<file path="src/rtl/can_errstate_pkg.sv">
package can_errstate_pkg;

   typedef enum logic [1:0] {
      ES_OK      = 2'b00,
      ES_WARN    = 2'b01,
      ES_PASSIVE = 2'b10,
      ES_BUSOFF  = 2'b11
   } es_class_t;

   typedef struct packed {
      es_class_t rx;
      es_class_t tx;
   } es_snap_t;

endpackage

</file>
<file path="src/rtl/errstate_classify.sv">
module errstate_classify
   import can_errstate_pkg::*;
#(
   parameter int unsigned CNT_W       = 9,
   parameter int unsigned WARN_LVL    = 96,
   parameter int unsigned PASSIVE_LVL = 127,
   parameter int unsigned BUSOFF_LVL  = 255
) (
   input  logic [CNT_W-1:0] cnt,
   output es_class_t        cls
);

   localparam int unsigned CNT_MAX = (1 << CNT_W) - 1;

   generate
      if (CNT_W > 16) begin : g_bad_width
         $error("errstate_classify: CNT_W must not exceed 16");
      end
      if (!(WARN_LVL < PASSIVE_LVL && PASSIVE_LVL < BUSOFF_LVL)) begin : g_bad_lvl
         $error("errstate_classify: thresholds must rise strictly");
      end
   endgenerate

   logic [31:0] cnt_ext;
   assign cnt_ext = 32'(cnt);

   generate
      if (CNT_MAX > BUSOFF_LVL) begin : g_with_busoff
         always_comb begin
            if (cnt_ext > BUSOFF_LVL)       cls = ES_BUSOFF;
            else if (cnt_ext > PASSIVE_LVL) cls = ES_PASSIVE;
            else if (cnt_ext > WARN_LVL)    cls = ES_WARN;
            else                            cls = ES_OK;
         end
      end else begin : g_no_busoff
         always_comb begin
            if (cnt_ext > PASSIVE_LVL)      cls = ES_PASSIVE;
            else if (cnt_ext > WARN_LVL)    cls = ES_WARN;
            else                            cls = ES_OK;
         end
      end
   endgenerate

endmodule

</file>
<file path="src/rtl/errstate_snapshot.sv">
module errstate_snapshot
   import can_errstate_pkg::*;
(
   input  logic     clk,
   input  logic     rst_n,
   input  logic     hold_init,
   input  es_snap_t cls_now,
   input  logic     clr_req,
   output es_snap_t snap,
   output logic     pend
);

   logic diff;
   assign diff = (cls_now != snap);

   always_ff @(posedge clk or negedge rst_n) begin
      if (!rst_n) begin
         snap <= '{rx: ES_OK, tx: ES_OK};
         pend <= 1'b0;
      end else if (hold_init) begin
         pend <= 1'b0;
      end else if (!pend || clr_req) begin
         pend <= diff;
         if (diff) snap <= cls_now;
      end
   end

   AST_SET_ON_CHANGE: assert property (@(posedge clk) disable iff (!rst_n)
      (!hold_init && !pend && diff) |=> (pend && snap == $past(cls_now)));

   AST_BLOCKING_HOLD: assert property (@(posedge clk) disable iff (!rst_n)
      (pend && !clr_req && !hold_init) |=> (pend && $stable(snap)));

   AST_CLEAR_SET_WINS: assert property (@(posedge clk) disable iff (!rst_n)
      (pend && clr_req && !hold_init && diff) |=> pend);

   AST_INIT_FREEZE: assert property (@(posedge clk) disable iff (!rst_n)
      hold_init |=> (!pend && $stable(snap)));

endmodule

</file>
<file path="src/rtl/errstate_w1c_flag.sv">
module errstate_w1c_flag (
   input  logic clk,
   input  logic rst_n,
   input  logic hold_init,
   input  logic set_ev,
   input  logic clr_req,
   output logic flag
);

   always_ff @(posedge clk or negedge rst_n) begin
      if (!rst_n)         flag <= 1'b0;
      else if (hold_init) flag <= 1'b0;
      else if (set_ev)    flag <= 1'b1;
      else if (clr_req)   flag <= 1'b0;
   end

   AST_WAKE_SET: assert property (@(posedge clk) disable iff (!rst_n)
      (set_ev && !hold_init) |=> flag);

   AST_WRITE_ZERO_KEEPS: assert property (@(posedge clk) disable iff (!rst_n)
      (!set_ev && !clr_req && !hold_init) |=> $stable(flag));

endmodule

</file>
<file path="src/rtl/can_errstate_flags.sv">
module can_errstate_flags
   import can_errstate_pkg::*;
#(
   parameter int unsigned TX_W        = 9,
   parameter int unsigned RX_W        = 8,
   parameter int unsigned DATA_W      = 8,
   parameter int unsigned WARN_LVL    = 96,
   parameter int unsigned PASSIVE_LVL = 127,
   parameter int unsigned BUSOFF_LVL  = 255
) (
   input  logic              clk,
   input  logic              rst_n,
   input  logic [TX_W-1:0]   tx_cnt,
   input  logic [RX_W-1:0]   rx_cnt,
   input  logic              bus_act,
   input  logic              sleep_mode,
   input  logic              wake_en,
   input  logic              init_req,
   input  logic              init_ack,
   input  logic              wr_en,
   input  logic [1:0]        wr_data,
   output logic [DATA_W-1:0] rd_data,
   input  logic              chg_ie,
   input  logic              wake_ie,
   output logic              chg_irq,
   output logic              wake_irq
);

   localparam int unsigned CHG_BIT  = 0;
   localparam int unsigned WAKE_BIT = 1;
   localparam int unsigned TX_LSB   = 2;
   localparam int unsigned RX_LSB   = 4;
   localparam int unsigned TX_MAX   = (1 << TX_W) - 1;

   generate
      if (DATA_W < RX_LSB + 2) begin : g_bad_data
         $error("can_errstate_flags: DATA_W too small for the read layout");
      end
      if (TX_MAX <= BUSOFF_LVL) begin : g_bad_tx
         $error("can_errstate_flags: TX_W cannot express a bus-off count");
      end
      if (RX_W > TX_W) begin : g_bad_rx
         $error("can_errstate_flags: RX_W wider than TX_W is not supported");
      end
   endgenerate

   logic      in_init;
   es_class_t tx_cls;
   es_class_t rx_base;
   es_snap_t  cls_now;
   es_snap_t  snap;
   logic      chg_flag;
   logic      wake_flag;
   logic      clr_chg;
   logic      clr_wake;

   assign in_init  = init_req & init_ack;
   assign clr_chg  = wr_en & wr_data[0];
   assign clr_wake = wr_en & wr_data[1];

   errstate_classify #(
      .CNT_W(TX_W), .WARN_LVL(WARN_LVL),
      .PASSIVE_LVL(PASSIVE_LVL), .BUSOFF_LVL(BUSOFF_LVL)
   ) i_tx_cls (
      .cnt(tx_cnt),
      .cls(tx_cls)
   );

   errstate_classify #(
      .CNT_W(RX_W), .WARN_LVL(WARN_LVL),
      .PASSIVE_LVL(PASSIVE_LVL), .BUSOFF_LVL(BUSOFF_LVL)
   ) i_rx_cls (
      .cnt(rx_cnt),
      .cls(rx_base)
   );

   always_comb begin
      cls_now.tx = tx_cls;
      cls_now.rx = (tx_cls == ES_BUSOFF) ? ES_BUSOFF : rx_base;
   end

   errstate_snapshot i_snap (
      .clk(clk),
      .rst_n(rst_n),
      .hold_init(in_init),
      .cls_now(cls_now),
      .clr_req(clr_chg),
      .snap(snap),
      .pend(chg_flag)
   );

   errstate_w1c_flag i_wake (
      .clk(clk),
      .rst_n(rst_n),
      .hold_init(in_init),
      .set_ev(bus_act & sleep_mode & wake_en),
      .clr_req(clr_wake),
      .flag(wake_flag)
   );

   always_comb begin
      rd_data                 = '0;
      rd_data[CHG_BIT]        = chg_flag;
      rd_data[WAKE_BIT]       = wake_flag;
      rd_data[TX_LSB +: 2]    = snap.tx;
      rd_data[RX_LSB +: 2]    = snap.rx;
   end

   assign chg_irq  = chg_flag & chg_ie;
   assign wake_irq = wake_flag & wake_ie;

endmodule

</file>
<file path="config.mk">
export PLATFORM = sky130hd
export DESIGN_NAME = can_errstate_flags
export DESIGN_NICKNAME = d
export VERILOG_FILES = /design/src/rtl/can_errstate_pkg.sv /design/src/rtl/errstate_classify.sv /design/src/rtl/errstate_snapshot.sv /design/src/rtl/errstate_w1c_flag.sv /design/src/rtl/can_errstate_flags.sv
export SDC_FILE = /design/constraint.sdc
export NUM_CORES = 1
export LEC_CHECK = 0
export BUFFER_PORTS_ARGS = -buffer_cell sky130_fd_sc_hd__buf_2
export CAP_MARGIN = 0
export CORE_AREA = 8 8 45 47
export DETAILED_ROUTE_END_ITERATION = 8
export DIE_AREA = 0 0 53 55
export GPL_TIMING_DRIVEN = 0
export PLACE_DENSITY = 0.74
export SLEW_MARGIN = 20
export SYNTH_ARGS = -nofsm -noshare
export SYNTH_HDL_FRONTEND = slang
export SYNTH_SLANG_ARGS = --single-unit
export TNS_END_PERCENT = 5
</file>
<file path="constraint.sdc">
create_clock -name clk -period 3.7 [get_ports clk]
set_input_delay 0.185 -clock clk [delete_from_list [all_inputs] [get_ports clk]]
set_output_delay 0.185 -clock clk [all_outputs]
set_load 0.05 [all_outputs]
</file>
-- Word-level counts from Yosys, hierarchy flattened
Cells that the tools add are included.
- output and inout port bits: 10
- register bits: 6
- bits of input ports: 29
- word-level logic and storage cells: 35
- muxes and demuxes: 11
- reduce and logical (&&, ||, !) cells: 5
- $lt $le $gt $ge: 5
- equal/unequal tests: 2
- bitwise gates (word level): 8
- operator list (kind ; count):
    $gt 9x7->1 const B ; 2
    $gt 8x7->1 const B ; 2
    $gt 9x8->1 const B ; 1
    $mux 2 ; 4
    $and 1x1->1 ; 7
    $mux 1 ; 7
    $ne 4x4->1 ; 1
    $reduce_and 3->1 ; 1
    $reduce_bool 3->1 ; 1
    $eq 2x2->1 const B ; 1
    $reduce_bool 2->1 ; 1
    $logic_not 1->1 ; 1
    $logic_or 1x1->1 ; 1
    $not 1->1 ; 1

-- Longest topological paths before layout
Gate-level depths: netlist of the first run.
- depth after elaboration: 9
- gate-level depth with buffers: 6
- gate-level depth less buffers: 5

-- By module
A second synthesis of the first run with hierarchy kept.
- cell total of the unflattened synthesis: 43
- area, all modules: 467.9 µm²
- modules (own cells, without submodules) (module ; instances ; sequential area each (µm²) ; cells an instance ; area each (µm²)):
    errstate_snapshot ; 1 ; 125.1 ; 17 ; 259.0
    can_errstate_flags ; 1 ; 0.0 ; 13 ; 86.3
    errstate_classify (i_rx_cls) ; 1 ; 0.0 ; 5 ; 46.3
    errstate_w1c_flag ; 1 ; 25.0 ; 4 ; 43.8
    errstate_classify (i_tx_cls) ; 1 ; 0.0 ; 4 ; 32.5

-- Least setup slack after synthesis of the first run
No wires, ideal clock.
- path type: input to register
- start point: in tx_cnt[8]
- end point: reg i_snap.snap[1] (netlist name)
- cell stages on the path: 6
- library setup time: 79 ps
- data arrival time: 1656 ps
- data required time: 3621 ps
- setup slack: 1965 ps
- cell sequence: buf_6 -> or4_4 -> o32ai_2 -> xor2_1 -> a31oi_1 -> mux2i_1
- cells in the longest elaborated chain, start to end: 8
- elaborated cells between the ends (all ways): 10
- those cells by class: order compare (3); eq/ne (2); mux (4); reduce/logical (1)
- RTL lines (item ; RTL line ; text):
    start, declared ; can_errstate_flags.sv:13 ; input logic [TX_W-1:0] tx_cnt,
    $gt 9x7->1 ; errstate_classify.sv:32 ; else if (cnt_ext > WARN_LVL) cls = ES_WARN;
    $mux 1 ; errstate_classify.sv:32 ;
    $mux 2 ; errstate_classify.sv:31 ; else if (cnt_ext > PASSIVE_LVL) cls = ES_PASSIVE;
    $mux 2 (*) ; errstate_classify.sv:30 ; if (cnt_ext > BUSOFF_LVL) cls = ES_BUSOFF;
    $eq 2x2->1 ; can_errstate_flags.sv:79 ; cls_now.rx = (tx_cls == ES_BUSOFF) ? ES_BUSOFF : rx_base;
    $mux 2 ; can_errstate_flags.sv:79 ;
    $ne 4x4->1 ; errstate_snapshot.sv:14 ; assign diff = (cls_now != snap);
    $reduce_and 3->1 (no line) ; - ;
Every way passes the cells marked *; elsewhere a longest branch is shown, timed or not.
A chain may end at the register's enable or synchronous reset.

-- Worst setup path in the final report of the first run
- start point: in tx_cnt[3]
- end point: reg i_snap.snap[1] (netlist name)
- cells in the longest elaborated chain, start to end: 8
- elaborated cells between the ends (all ways): 10
- those cells by class: order compare (3); eq/ne (2); mux (4); reduce/logical (1)
- RTL lines (item ; RTL line):
    $gt 9x7->1 ; errstate_classify.sv:32
    $mux 1 ; errstate_classify.sv:32
    $mux 2 ; errstate_classify.sv:31
    $mux 2 (*) ; errstate_classify.sv:30
    $eq 2x2->1 ; can_errstate_flags.sv:79
    $mux 2 ; can_errstate_flags.sv:79
    $ne 4x4->1 ; errstate_snapshot.sv:14
    $reduce_and 3->1 (no line) ; -
Marks and branches as above.

==> results.cfg, run 1 <==
[outcome]
outcome = finished, final reports clean

[logic_synthesis]
synth_area_leaders = dfrtp_1, buf_4, mux2i_1, and2_1, nand2_1
postSynthAreaPerCell_um2 = 9.10
ys_seq_elements = 6
yosys-top-cells-count = dfrtp_1, nand2_1, buf_4, nor2_1, and2_1
synth_cells = 48
async_flop_share_pct = 100
yosysTopAreaCell = dfrtp_1
synth_edf_count = 0
yosysMostFrequentCell = dfrtp_1
syn-cell-area_um2 = 437
ys.flop_type = dfrtp_1
synth.distinct_cells = 25
synth_seq_area_share_pct = 34.4
yosysTopAreaCellShare_pct = 34.4
synth_warnings = 0

[die]
die_area_mm2 = 0.00292
start_util_pct = 31.6
io_pins = 39
die_w_um = 53
fp.dieH_um = 55
core_mm2 = 0.00138
num_rows = 14

[pwr]
cellLeakagePower_nw = 0.373
power.density_mw_per_mm2 = 418
ir_worst_vdd_mv = 0.208

[layout]
nFillCells = 134
drive_above_1_share_pct = 51.1
nets = 119
diodes = 0
area_growth_pct = 53.0

[sta]
final.min_clock_period_ns = 1.71
maxSlewViolCount = 0
min_period_over_period_pct = 46.1
fmax_ghz = 0.586
fin_skew_ns = 0.00340
setup_tns_ns = 0
hold_viol = 0
finalWorstSetupSlack_ns = 1.99
hold_ws_ns = 0.116
rsz0062_at_grt = no
setup_viol = 0

[cts]
cts_resized = 0
clock_sinks = 6
path_clk_slew_ns = 0.04
clk_latency_ns = 0.25
cts_buffers = 3
clockBufferDepth = 2
htreeDepth = 1
root_buffer = clkbuf_4
cts_tree = done

[global_routing]
grt_pass1_wl_um = 1990
use_met3_pct = 6.68
grt_start_max_net_pins = 10
grt_usage_pct = 9.38
top_usage_layer = met2
grt_use_met1_pct = 7.52
first_global_vias = 492
grt_remaining_overflow = 0
antenna_found_initial = 0
grtUsageMet2_pct = 17.8

[critical_path]
critical_path.top_delay_family = compound AO/OA/AOI/OAI gates
startpoint_type = input pin
critical_path.max_stage_delay_ns = 0.50
cp.required_ns = 3.86
crit_arrival_ns = 1.87
crit_chain = buf_2, or4_1, o32ai_1, xor2_1, a31oi_1, mux2i_1
path_class = input pin to flip-flop
critPathBufInv = 1
critical_path.max_fanout = 2
cp_slowest_cell = or4_1
endpoint_kind = flip-flop

[drt]
ant_nets = 0
post-route-drc-count = 0
via_per_inst = 4.64
wirelength_um = 1260
vias = 483
drtIter0Drc = 7
wire_per_inst_um = 12.1
drt-pass1-iter-count = 4

[worst_hold_path]
hp-class = input pin to flip-flop

[placed_design]
detailed_place_hpwl_um = 1100
pre_cts_slack_ns = 1.73
io_buffers = 35
gp_congestion = 0.729

[flow_run]
maxCapViolCount = 0
[cell families after synthesis]
group	synth area share, %
compound gates	19.8
xor+xnor	6.02
buf+inv	11.2
flops	34.4
mux	4.58
other cells	0.859
simple gates	23.2
[through the flow]
stage	area, um^2	utilization (%)	total power, mW	std cells
2_1_floorplan	440	-	0.183	49
3_3_place_gp	636	45.9	0.218	100
3_5_place_dp	636	45.9	0.220	100
4_1_cts	668	48.3	0.284	104
5_1_grt	668	48.3	0.301	104
6_report	668	48.3	0.279	104
[sequential cells by signal (all words and copies together) (netlist names)]
signal and cells:
i_wake.flag 1, i_snap.pend 1, i_snap.snap 4
[layout make-up]
| class | count | area (um^2) | area share (%) |
|---|---|---|---|
| Sequential cell | 6 | 150 | 22.5 |
| Inverter | 2 | 7.51 | 1.12 |
| Multi-Input combinational cell | 36 | 241 | 36.1 |
| Tap cell | 16 | 20.0 | 3.00 |
| Timing Repair Buffer | 36 | 185 | 27.7 |
| Clock buffer | 3 | 22.5 | 3.37 |
| Buffer | 5 | 41.3 | 6.18 |
[worst register-to-register path, stage by stage, from the launching register on]
cell      delay, ns
dfrtp_1        0.42
or3_1          0.32
a211oi_1       0.21
a31o_1         0.15
a31oi_1        0.13
mux2i_1        0.15
[layout by cell type (no fill, tap or decap)]
master / count
nand2_1: 5
a31oi_1: 1
dlygate4sd3_1: 1
or3_1: 1
buf_2: 35
nand4_1: 1
inv_1: 2
a211oi_1: 1
a31o_1: 1
a21o_1: 2
nor2_1: 4
o32ai_1: 1
buf_4: 4
xnor2_1: 1
o32ai_2: 1
and2_1: 3
a21oi_1: 2
o21ai_1: 1
xor2_1: 2
mux2i_1: 2
or4_4: 1
conb_1: 2
a32oi_1: 1
or4_1: 1
and3b_1: 2
dfrtp_1: 6
clkbuf_4: 3
buf_6: 1
[metal layers]
metal	vias to the layer above	wire length, um
li1	250	-
met1	211	382
met2	19	672
met3	3	188
met4	0	11
met5	-	0
[power breakdown]
part           internal [mW]  switching, mW  total, mW
registers             0.0775         0.0106     0.0881
clock network         0.0367         0.0237     0.0603
logic                 0.0459         0.0851      0.131
[path summary, 6_finish.rpt]
path	slack (ns)	depth (start not counted)	to	from
max	1.99	6	i_snap.snap[1]$_DFFE_PN0P_	tx_cnt[3]
min	0.12	2	i_wake.flag$_DFFE_PN0P_	init_ack
max reg2reg	2.19	5	i_snap.snap[1]$_DFFE_PN0P_	i_snap.snap[3]$_DFFE_PN0P_
min reg2reg	0.51	1	i_snap.snap[2]$_DFFE_PN0P_	i_snap.snap[2]$_DFFE_PN0P_
max in group asynchronous	3.26	2	i_snap.snap[1]$_DFFE_PN0P_	rst_n
min in group asynchronous	0.30	2	i_snap.pend$_DFFE_PN0P_	rst_n
[what timing repair did]
item                       in CTS  in global routing
setup buffers                   0                  0
setup endpoints to repair       0                  0
hold buffers                    1                  0
hold endpoints to repair        6                  0
Power figures use the tool's default switching activity.
==> run 2: changes to the inputs <==
==> constraint.sdc (replaced) <==
create_clock -name clk -period 1.7 [get_ports clk]
set_input_delay 0.085 -clock clk [delete_from_list [all_inputs] [get_ports clk]]
set_output_delay 0.085 -clock clk [all_outputs]
set_load 0.05 [all_outputs]
==> results.cfg, run 2 (synthesized netlist as in run 1, its figures left out) <==
[critical_path]
critical_path.max_fanout = 2
crit_chain = buf_2, or4_1, o32ai_1, xor2_1, a31oi_2, mux2i_1
critPathBufInv = 1
cp.required_ns = 1.86
cp_slowest_cell = or4_1
endpoint_kind = flip-flop
crit_arrival_ns = 1.72
critical_path.max_stage_delay_ns = 0.50
path_class = input pin to flip-flop
critical_path.top_delay_family = compound AO/OA/AOI/OAI gates
startpoint_type = input pin

[layout]
final_common_cell = buf_2
largest_reg_flops = 4
top_register = i_snap.snap
final_cell_mix = buf_2, dfrtp_1, nand2_1, nor2_1, buf_4
layout.cells.non_filler = 104
area_growth_pct = 54.4
largest_registers = i_snap.snap x4, i_snap.pend x1, i_wake.flag x1
drive_above_1_share_pct = 52.3
postLayoutCellArea_um2 = 674
nets = 119
diodes = 0
final_util_pct = 48.7

[drt]
ant_nets = 0
drtIter0Drc = 6
wire_per_inst_um = 12.3
via_per_inst = 4.67
post-route-drc-count = 0
drt-pass1-iter-count = 4
vias = 486
wirelength_um = 1280

[placed_design]
gp_congestion = 0.729
placed_area_um2 = 636
detailed_place_hpwl_um = 1100
pre_cts_slack_ns = -0.168
place_inst = 100
io_buffers = 35

[pwr]
cellLeakagePower_nw = 0.373
ir_worst_vdd_mv = 0.460
finalPower_mw = 0.616
power.density_mw_per_mm2 = 913

[worst_hold_path]
hp-class = input pin to flip-flop

[cts]
clockBufferDepth = 2
cts_buffers = 3
cts_tree = done
clk_latency_ns = 0.25
root_buffer = clkbuf_4
path_clk_slew_ns = 0.05
clock_sinks = 6
post_cts_buffers = 0
htreeDepth = 1

[die]
start_util_pct = 31.6
die_w_um = 53
core_mm2 = 0.00138
die_area_mm2 = 0.00292
io_pins = 39
num_rows = 14
fp.dieH_um = 55

[sta]
finalWorstSetupSlack_ns = 0.144
setup_tns_ns = 0
fmax_ghz = 0.643
fin_skew_ns = 0.00456
final.min_clock_period_ns = 1.56
min_period_over_period_pct = 91.5
hold_ws_ns = 0.0143
maxSlewViolCount = 0
setup_viol = 0
rsz0062_at_grt = no
hold_viol = 0

[flow_run]
maxCapViolCount = 0

[global_routing]
grt_start_max_net_pins = 10
grt_pass1_wl_um = 1990
first_global_vias = 492
antenna_found_initial = 0
grt_usage_pct = 9.38
grt_remaining_overflow = 0

[outcome]
outcome = finished, final reports clean
## run 2: final timing paths
path                                             from                         end  slack [ns]  cells past startpoint
min reg2reg                i_snap.snap[2]$_DFFE_PN0P_  i_snap.snap[2]$_DFFE_PN0P_        0.51                      1
max                                         tx_cnt[3]  i_snap.snap[1]$_DFFE_PN0P_        0.14                      6
max reg2reg                i_snap.snap[3]$_DFFE_PN0P_  i_snap.snap[1]$_DFFE_PN0P_        0.18                      5
min                                          init_ack     i_wake.flag$_DFFE_PN0P_        0.01                      2
min in group asynchronous                       rst_n     i_snap.pend$_DFFE_PN0P_        0.19                      2
max in group asynchronous                       rst_n  i_snap.snap[1]$_DFFE_PN0P_        1.36                      2
## run 2: final cells by class
class                   instances  area, um^2
fillers                       134         709
multi-input cells              36         248
repair buffers                 36         185
flip-flops and latches          6         150
plain buffers                   5        41.3
clock buffers                   3        22.5
well taps                      16        20.0
inverters                       2        7.51
## run 2: power breakdown
part | internal (mW) | switching, mW
sequential | 0.169 | 0.0231
combinational | 0.101 | 0.191
clock | 0.0799 | 0.0523
## run 2: what timing repair did
item / CTS / global route
hold buffers: 1 / 0
endpoints found under the hold margin: 6 / 0
setup endpoints to repair: 0 / 1
resized for setup: 0 / 1
## run 2: layer usage
layer | track usage [%] | up-vias | wire, um
li1 | - | 250 | -
met1 | 7.52 | 214 | 389
met2 | 17.8 | 19 | 694
met3 | 6.68 | 3 | 188
met4 | 2.59 | 0 | 11
met5 | 0 | - | 0
==> run 3: changes to the inputs <==
--- a/config.mk
+++ b/config.mk
@@ -12,6 +12,7 @@
 export DIE_AREA = 0 0 53 55
 export GPL_TIMING_DRIVEN = 0
 export PLACE_DENSITY = 0.74
+export RECOVER_POWER = 25
 export SLEW_MARGIN = 20
 export SYNTH_ARGS = -nofsm -noshare
 export SYNTH_HDL_FRONTEND = slang
==> results.cfg, run 3 (synthesized netlist as in run 1, its figures left out) <==
[cts]
clockBufferDepth = 2
htreeDepth = 1
clock_sinks = 6
root_buffer = clkbuf_4
post_cts_buffers = 0
cts_buffers = 3
path_clk_slew_ns = 0.05
cts_tree = done
clk_latency_ns = 0.25

[drt]
drtIter0Drc = 6
post-route-drc-count = 0
drt-pass1-iter-count = 4
via_per_inst = 4.67
vias = 486
wirelength_um = 1280
wire_per_inst_um = 12.3
ant_nets = 0

[die]
fp.dieH_um = 55
num_rows = 14
start_util_pct = 31.6
io_pins = 39
die_area_mm2 = 0.00292
core_mm2 = 0.00138
die_w_um = 53

[sta]
hold_viol = 0
min_period_over_period_pct = 91.5
fin_skew_ns = 0.00456
final.min_clock_period_ns = 1.56
fmax_ghz = 0.643
rsz0062_at_grt = no
maxSlewViolCount = 0
finalWorstSetupSlack_ns = 0.144
setup_viol = 0

[critical_path]
cp.required_ns = 1.86
path_class = input pin to flip-flop
startpoint_type = input pin
critical_path.max_fanout = 2
endpoint_kind = flip-flop
crit_arrival_ns = 1.72

[flow_run]
maxCapViolCount = 0

[layout]
nFillCells = 135
final_common_cell = buf_2
top_register = i_snap.snap
largest_registers = i_snap.snap x4, i_snap.pend x1, i_wake.flag x1
drive_above_1_share_pct = 51.1
final_util_pct = 48.6
nets = 119
diodes = 0
final_cell_mix = buf_2, dfrtp_1, nand2_1, nor2_1, buf_4
area_growth_pct = 54.2
largest_reg_flops = 4

[placed_design]
gp_congestion = 0.729
detailed_place_hpwl_um = 1100
pre_cts_slack_ns = -0.168
io_buffers = 35

[global_routing]
grt_remaining_overflow = 0
grt_usage_pct = 9.38
grt_start_max_net_pins = 10
first_global_vias = 492
antenna_found_initial = 0
grt_pass1_wl_um = 1990

[outcome]
outcome = finished, final reports clean

[pwr]
power.density_mw_per_mm2 = 915
ir_worst_vdd_mv = 0.460
cellLeakagePower_nw = 0.370
finalPower_mw = 0.616

[worst_hold_path]
hp-class = input pin to flip-flop
run 3: cell types whose count changed in the layout (fill, tap and decap cells not counted):
cell      previous run  this run
buf_2               35        34
clkbuf_1             0         1
run 3: final cells by class:
type / count / area [um^2] / share of cell area (%)
Sequential cell: 6 / 150 / 22.3
Timing Repair Buffer: 36 / 184 / 27.3
Buffer: 5 / 41.3 / 6.13
Tap cell: 16 / 20.0 / 2.97
Inverter: 2 / 7.51 / 1.12
Clock buffer: 3 / 22.5 / 3.35
Multi-Input combinational cell: 36 / 248 / 36.8
run 3: critical path, stage by stage:
cell and delay [ns]:
buf_2 0.09, or4_1 0.50, o32ai_1 0.38, xor2_1 0.17
a31oi_2 0.26, mux2i_1 0.23
run 3: report_power, final:
group	switching, mW	internal (mW)	total, mW
clock network	0.0523	0.0799	0.132
registers	0.0231	0.169	0.192
logic	0.191	0.101	0.292
run 3: repair_timing:
item	in CTS	in global routing
setup endpoints to repair	0	1
hold endpoints to repair	6	0
hold buffers	1	0
gates resized for setup	0	1
run 3: final timing paths:
check | start | end | slack (ns) | cells past startpoint
setup / recovery | tx_cnt[3] | i_snap.snap[1]$_DFFE_PN0P_ | 0.14 | 6
hold / removal | init_ack | i_wake.flag$_DFFE_PN0P_ | 0.01 | 2
setup reg to reg | i_snap.snap[3]$_DFFE_PN0P_ | i_snap.snap[1]$_DFFE_PN0P_ | 0.18 | 5
hold reg to reg | i_snap.snap[2]$_DFFE_PN0P_ | i_snap.snap[2]$_DFFE_PN0P_ | 0.51 | 1
max in group asynchronous | rst_n | i_snap.snap[1]$_DFFE_PN0P_ | 1.22 | 2
min in group asynchronous | rst_n | i_snap.pend$_DFFE_PN0P_ | 0.24 | 2
run 3: per-stage QoR:
| step | TNS (ns) | hold slack (ns) | std cells | cell area [um^2] |
|---|---|---|---|---|
| finish | 0 | 0.0143 | 104 | 673 |
| floorplan | 0 | -0.211 | 49 | 440 |
| global route | 0 | 0.00728 | 104 | 673 |
| CTS | 0 | 0.00888 | 104 | 668 |
| global placement | -0.212 | -0.0851 | 100 | 636 |
| detailed placement | -0.289 | -0.0862 | 100 | 636 |
run 3: routing by layer:
layer	share of wire (%)	up-vias	global-route usage [%]
li1	-	250	-
met1	30	214	7.52
met2	54	19	17.8
met3	15	3	6.68
met4	0.86	0	2.59
met5	0	-	0
